File: src/rtl/prec_cmp.sv
module prec_cmp #(
  parameter int W = 16
) (
  input  logic         clk,
  input  logic         rst_n,
  input  logic         in_valid,
  input  logic [W-1:0] op_c,
  input  logic [W-1:0] op_d,
  output logic         out_valid,
  output logic         gt_o,
  output logic         pred_hit_o,
  output logic [W-2:0] lo_c_o,
  output logic [W-2:0] lo_d_o
);
  localparam int LW = W - 1;

  // predictors on the top bits: mutually exclusive
  wire pred_gt = op_c[W-1] & ~op_d[W-1];
  wire pred_lt = ~op_c[W-1] & op_d[W-1];
  wire lo_load = in_valid & ~(pred_gt | pred_lt);

  logic          top_c_q, top_d_q, hit_q, vld_q;
  logic [LW-1:0] lo_c_q, lo_d_q;

  always_ff @(posedge clk) begin
    if (!rst_n) begin
      top_c_q <= 1'b0;
      top_d_q <= 1'b0;
      hit_q   <= 1'b0;
      vld_q   <= 1'b0;
    end else begin
      vld_q <= in_valid;
      if (in_valid) begin
        top_c_q <= op_c[W-1];
        top_d_q <= op_d[W-1];
        hit_q   <= pred_gt | pred_lt;
      end
    end
  end

  always_ff @(posedge clk) begin
    if (!rst_n) begin
      lo_c_q <= '0;
      lo_d_q <= '0;
    end else if (lo_load) begin
      lo_c_q <= op_c[LW-1:0];
      lo_d_q <= op_d[LW-1:0];
    end
  end

  assign out_valid  = vld_q;
  assign pred_hit_o = hit_q;
  assign gt_o       = hit_q ? (top_c_q & ~top_d_q) : (lo_c_q > lo_d_q);
  assign lo_c_o     = lo_c_q;
  assign lo_d_o     = lo_d_q;
endmodule

File: config.mk
export PLATFORM = sky130hd
export DESIGN_NAME = prec_cmp
export DESIGN_NICKNAME = d
export VERILOG_FILES = /design/src/rtl/prec_cmp.sv
export SDC_FILE = /design/constraint.sdc
export NUM_CORES = 1
export LEC_CHECK = 0
export ABC_AREA = 1
export CAP_MARGIN = 20
export CORE_MARGIN = 8
export CORE_UTILIZATION = 42
export CTS_CLUSTER_DIAMETER = 100
export DETAILED_ROUTE_END_ITERATION = 12
export PLACE_DENSITY_LB_ADDON = 0.12
export SETUP_SLACK_MARGIN = 0.15
export SLEW_MARGIN = 20
export SYNTH_ARGS = -nofsm -noshare
export SYNTH_HDL_FRONTEND = slang
export SYNTH_SLANG_ARGS = --single-unit
File: constraint.sdc
create_clock -name clk -period 1.9 [get_ports clk]
set_input_delay 0.38 -clock clk [delete_from_list [all_inputs] [get_ports clk]]
set_output_delay 0.38 -clock clk [all_outputs]
set_load 0.01 [all_outputs]
==> reports/metrics.json <==
{
  "hold_viol": 0,
  "row_count": 22,
  "total_switching_power_uw": 562.8,
  "worst-r2r-setup-slack_ns": 1.11,
  "critical_path.most_common_cell": "sky130_fd_sc_hd__nand2_1",
  "power_leakage_uw": 0.001214,
  "drt_pass1_iterations": 4,
  "non_filler_cells_final": 356,
  "p_seq_share_pct": 40.9,
  "synth-compound-area-share_pct": 23.17,
  "cts_htree_levels": 2,
  "grt_start_max_net_pins": 62,
  "worstHoldEndpoint": "lo_d_o[3]",
  "dpl.cell_count": 344,
  "cellInternalPower_uw": 1429,
  "syn_avg_cell_area_sq_um": 7.780,
  "primary_ff_master_synth": "sky130_fd_sc_hd__dfxtp_1",
  "die_y_um": 78.52,
  "drt-initial-drc-count": 57,
  "swShare_pct": 28.26,
  "critical_path_peak_fanout": 2,
  "critical-path-max-stage-delay_ns": 0.32,
  "synth_xor_xnor_area_share_pct": 0,
  "clock_tree.root_cell": "sky130_fd_sc_hd__clkbuf_8",
  "whs_path_depth": 2,
  "fin_worst_hold_slack_ns": 0.4760,
  "global_route.usage.total_pct": 13.91,
  "netlist.area_leader.share_pct": 41.46,
  "clockBufferDepth": 2,
  "post_drt_wl_per_cell_um": 11.94,
  "post_drt_via_cell_ratio": 4.489,
  "worstPathArrival_ns": 1.61,
  "syn_inst": 211,
  "die_w_um": 78.52,
  "grt_antenna_before_repair": 0,
  "clkSlewWorstSetupHoldPaths_ns": 0.07,
  "synthTopCellsByArea": "sky130_fd_sc_hd__dfxtp_1 41%, sky130_fd_sc_hd__ha_1 11%, sky130_fd_sc_hd__a21oi_1 11%",
  "design.final.nets": 357,
  "failed_checks": "negative setup slack",
  "layout-area-overhead-vs-synth_pct": 73.32,
  "cts_made_buffers": 5,
  "boundaryPins": 68,
  "setup_viol": 1,
  "cellPowerDensity_nw_per_um2": 699.9,
  "clock.fmax_mhz": 503.7,
  "worst_ep_required_time_ns": 1.52,
  "critPathSlowestCell": "sky130_fd_sc_hd__dfxtp_2",
  "synth_nets": 261,
  "post_synth_edffs": 0,
  "power_frac_comb_pct": 32.1,
  "worst_margin_pin_slew_ns": 0.3155,
  "number_of_global_route_vias_before_repair": 1635,
  "report.final.slew_viol_count": 0,
  "unrepaired_setup_endpoints_after_global_routing": "yes",
  "outcome": "complete, but fails checks",
  "synth_seq_cells": 34,
  "ctsHoldBuffers": 0,
  "hp-start": "lo_d_o[3]",
  "synth.yosys.seq_area_share_pct": 41.46,
  "cp_cell_sequence": "inv_1 -> ha_4 -> nand2_2 -> inv_1 -> a21oi_2 -> nand2_1 -> nand2_1 -> nand2_1 -> nand2_1 -> nand2_1 -> buf_6",
  "start_kind": "flop",
  "die_area_sq_um": 6165,
  "drt.antenna.violating_nets": 0,
  "coreArea_sq_um": 3716,
  "timing.max_cap.violations": 0,
  "largest_family_of_logic_cells_by_synthesized_area": "compound AO/OA/AOI/OAI gates",
  "ir_drop_mv": 0.5966,
  "adder_and_majority_gate_portion_of_the_synthesized_area_pct": 11.43,
  "drc": 0,
  "post_synth_and_or_nand_nor_area_fraction_pct": 9.299,
  "timing.clock.skew_ns": 0,
  "initial_core_util_pct": 44.18,
  "final.setup.tns_ns": -0.08528,
  "grt_overflow": 0,
  "synth.cells.most_frequent": "41 x sky130_fd_sc_hd__inv_1, 36 x sky130_fd_sc_hd__a21oi_1, 34 x sky130_fd_sc_hd__dfxtp_1",
  "muxShareOfSynthArea_pct": 0,
  "endpoint_kind": "output port",
  "yosys.cell_count.top_type": "sky130_fd_sc_hd__inv_1",
  "grt_first_pass_wirelength_um": 6969,
  "dp_hpwl_um": 2991,
  "p_total_uw": 1992,
  "n_antenna_cell": 0,
  "reg2reg_from": "lo_d_o[13]",
  "cell_area_after_technology_mapping_sq_um": 1642,
  "max-slew-margin-rel_pct": 78.96,
  "worst_slack_ns": -0.08528,
  "drive_above_1_share_pct": 27.92,
  "wirelength_um": 4252,
  "finalWeightedCongestion": 0.6853,
  "worst_skew_late_latency_ns": 0.28,
  "yosys_warnings": 0,
  "asyncSetResetFlopFracSynth_pct": 0,
  "path_buf_inv": 3,
  "kind_of_cell_with_the_highest_combined_delay_on_the_critical_path": "simple AND/OR/NAND/NOR gates",
  "power.share.clock_pct": 27.1,
  "synth_area_leader_cell": "sky130_fd_sc_hd__dfxtp_1",
  "library_cells_used_by_synthesis": 17,
  "period_share_pct": 104.5,
  "setup.worst_path.class": "reg -> out",
  "place.port_buffers": 67,
  "cts_tree": "built",
  "r2r_end": "lo_d_o[13]",
  "worst-r2r-cell-count": 4,
  "numClockSinks": 34,
  "min-delay-path-class": "reg -> reg",
  "min_period_ns": 1.985,
  "via_count": 1598
}
## cell families after synthesis
logic type / Yosys count
buffers and inverters: 52
AOI/OAI and AO/OA: 71
adders and majority gates: 15
and+or+nand+nor: 39
DFF: 34
## cells in the final DEF (no fill, tap or decap), types with 2 or more instances in the layout
cell type,synthesis,routed
sky130_fd_sc_hd__clkdlybuf4s50_1,0,65
sky130_fd_sc_hd__inv_1,41,35
sky130_fd_sc_hd__a21oi_1,36,35
sky130_fd_sc_hd__buf_4,0,30
sky130_fd_sc_hd__o21ai_1,27,27
sky130_fd_sc_hd__nand2_1,28,25
sky130_fd_sc_hd__dfxtp_1,34,18
sky130_fd_sc_hd__dfxtp_2,0,16
sky130_fd_sc_hd__ha_4,0,12
sky130_fd_sc_hd__inv_2,2,8
sky130_fd_sc_hd__nor2_1,8,6
sky130_fd_sc_hd__clkbuf_8,0,6
sky130_fd_sc_hd__o21ai_0,3,3
sky130_fd_sc_hd__ha_1,15,3
sky130_fd_sc_hd__nor2_4,0,2
sky130_fd_sc_hd__a21oi_2,1,2
sky130_fd_sc_hd__nand2_4,0,2
sky130_fd_sc_hd__o21ai_2,2,2
## layer usage
layer  track usage, %  share of wire (%)
met1            15.55                 45
met2            22.87                 45
met3            5.809                8.5
met4            5.556                1.5
met5                0                  0
## power groups by stage
stage / sequential [uW] / clock, uW / combinational (uW)
finish: 814 / 539 / 639
detailed placement: 813 / 0 / 542
global placement: 812 / 0 / 540
CTS: 808 / 565 / 609
floorplan: 842 / 0 / 229
global route: 821 / 578 / 713
## worst min-delay path, delay by kind of cell (launching register included)
| kind | cells | cell delay, ns |
|---|---|---|
| DFF | 1 | 0.31 |
| AOI/OAI and AO/OA | 1 | 0.05 |
| buffers and inverters | 1 | 0.07 |
## registers in the layout, indices dropped and copies added, names as in the netlist
signal      flops
pred_hit_o      1
top_d_q         1
lo_d_o         15
out_valid       1
top_c_q         1
lo_c_o         15
## repair_timing
item	4_1_cts	5_1_grt
setup endpoints to repair	1	4
buffers inserted	3	1
pin swaps	14	12
gates resized for setup	35	16
## through the flow
step / area [sq um] / setup WS, ns / util [%]
2_1_floorplan: 1642 / 0.2380 / -
3_3_place_gp: 2509 / -0.2390 / 67.51
3_5_place_dp: 2509 / -0.2966 / 67.51
4_1_cts: 2771 / -0.09750 / 74.58
5_1_grt: 2845 / -0.1974 / 76.57
6_report: 2845 / -0.08528 / 76.57
## worst max path at each step
stage               start    to  depth (start not counted)
2_1_floorplan  lo_d_o[14]  gt_o                         10
3_3_place_gp   lo_d_o[14]  gt_o                         11
3_5_place_dp   lo_d_o[14]  gt_o                         11
4_1_cts        lo_d_o[11]  gt_o                         11
5_1_grt        lo_d_o[14]  gt_o                         11
6_report        lo_d_o[6]  gt_o                         11
## final cells by class
| cell class | instances | area, sq um |
|---|---|---|
| Multi-Input combinational cell | 125 | 912.1 |
| Timing Repair Buffer | 98 | 919.6 |
| Inverter | 43 | 161.4 |
| Sequential cell | 34 | 700.7 |
| Fill cell | 292 | 870.8 |
| Tap cell | 48 | 60.06 |
| Clock inverter | 1 | 5.005 |
| Clock buffer | 7 | 86.33 |
No activity file was read; power rests on OpenSTA's default activity.
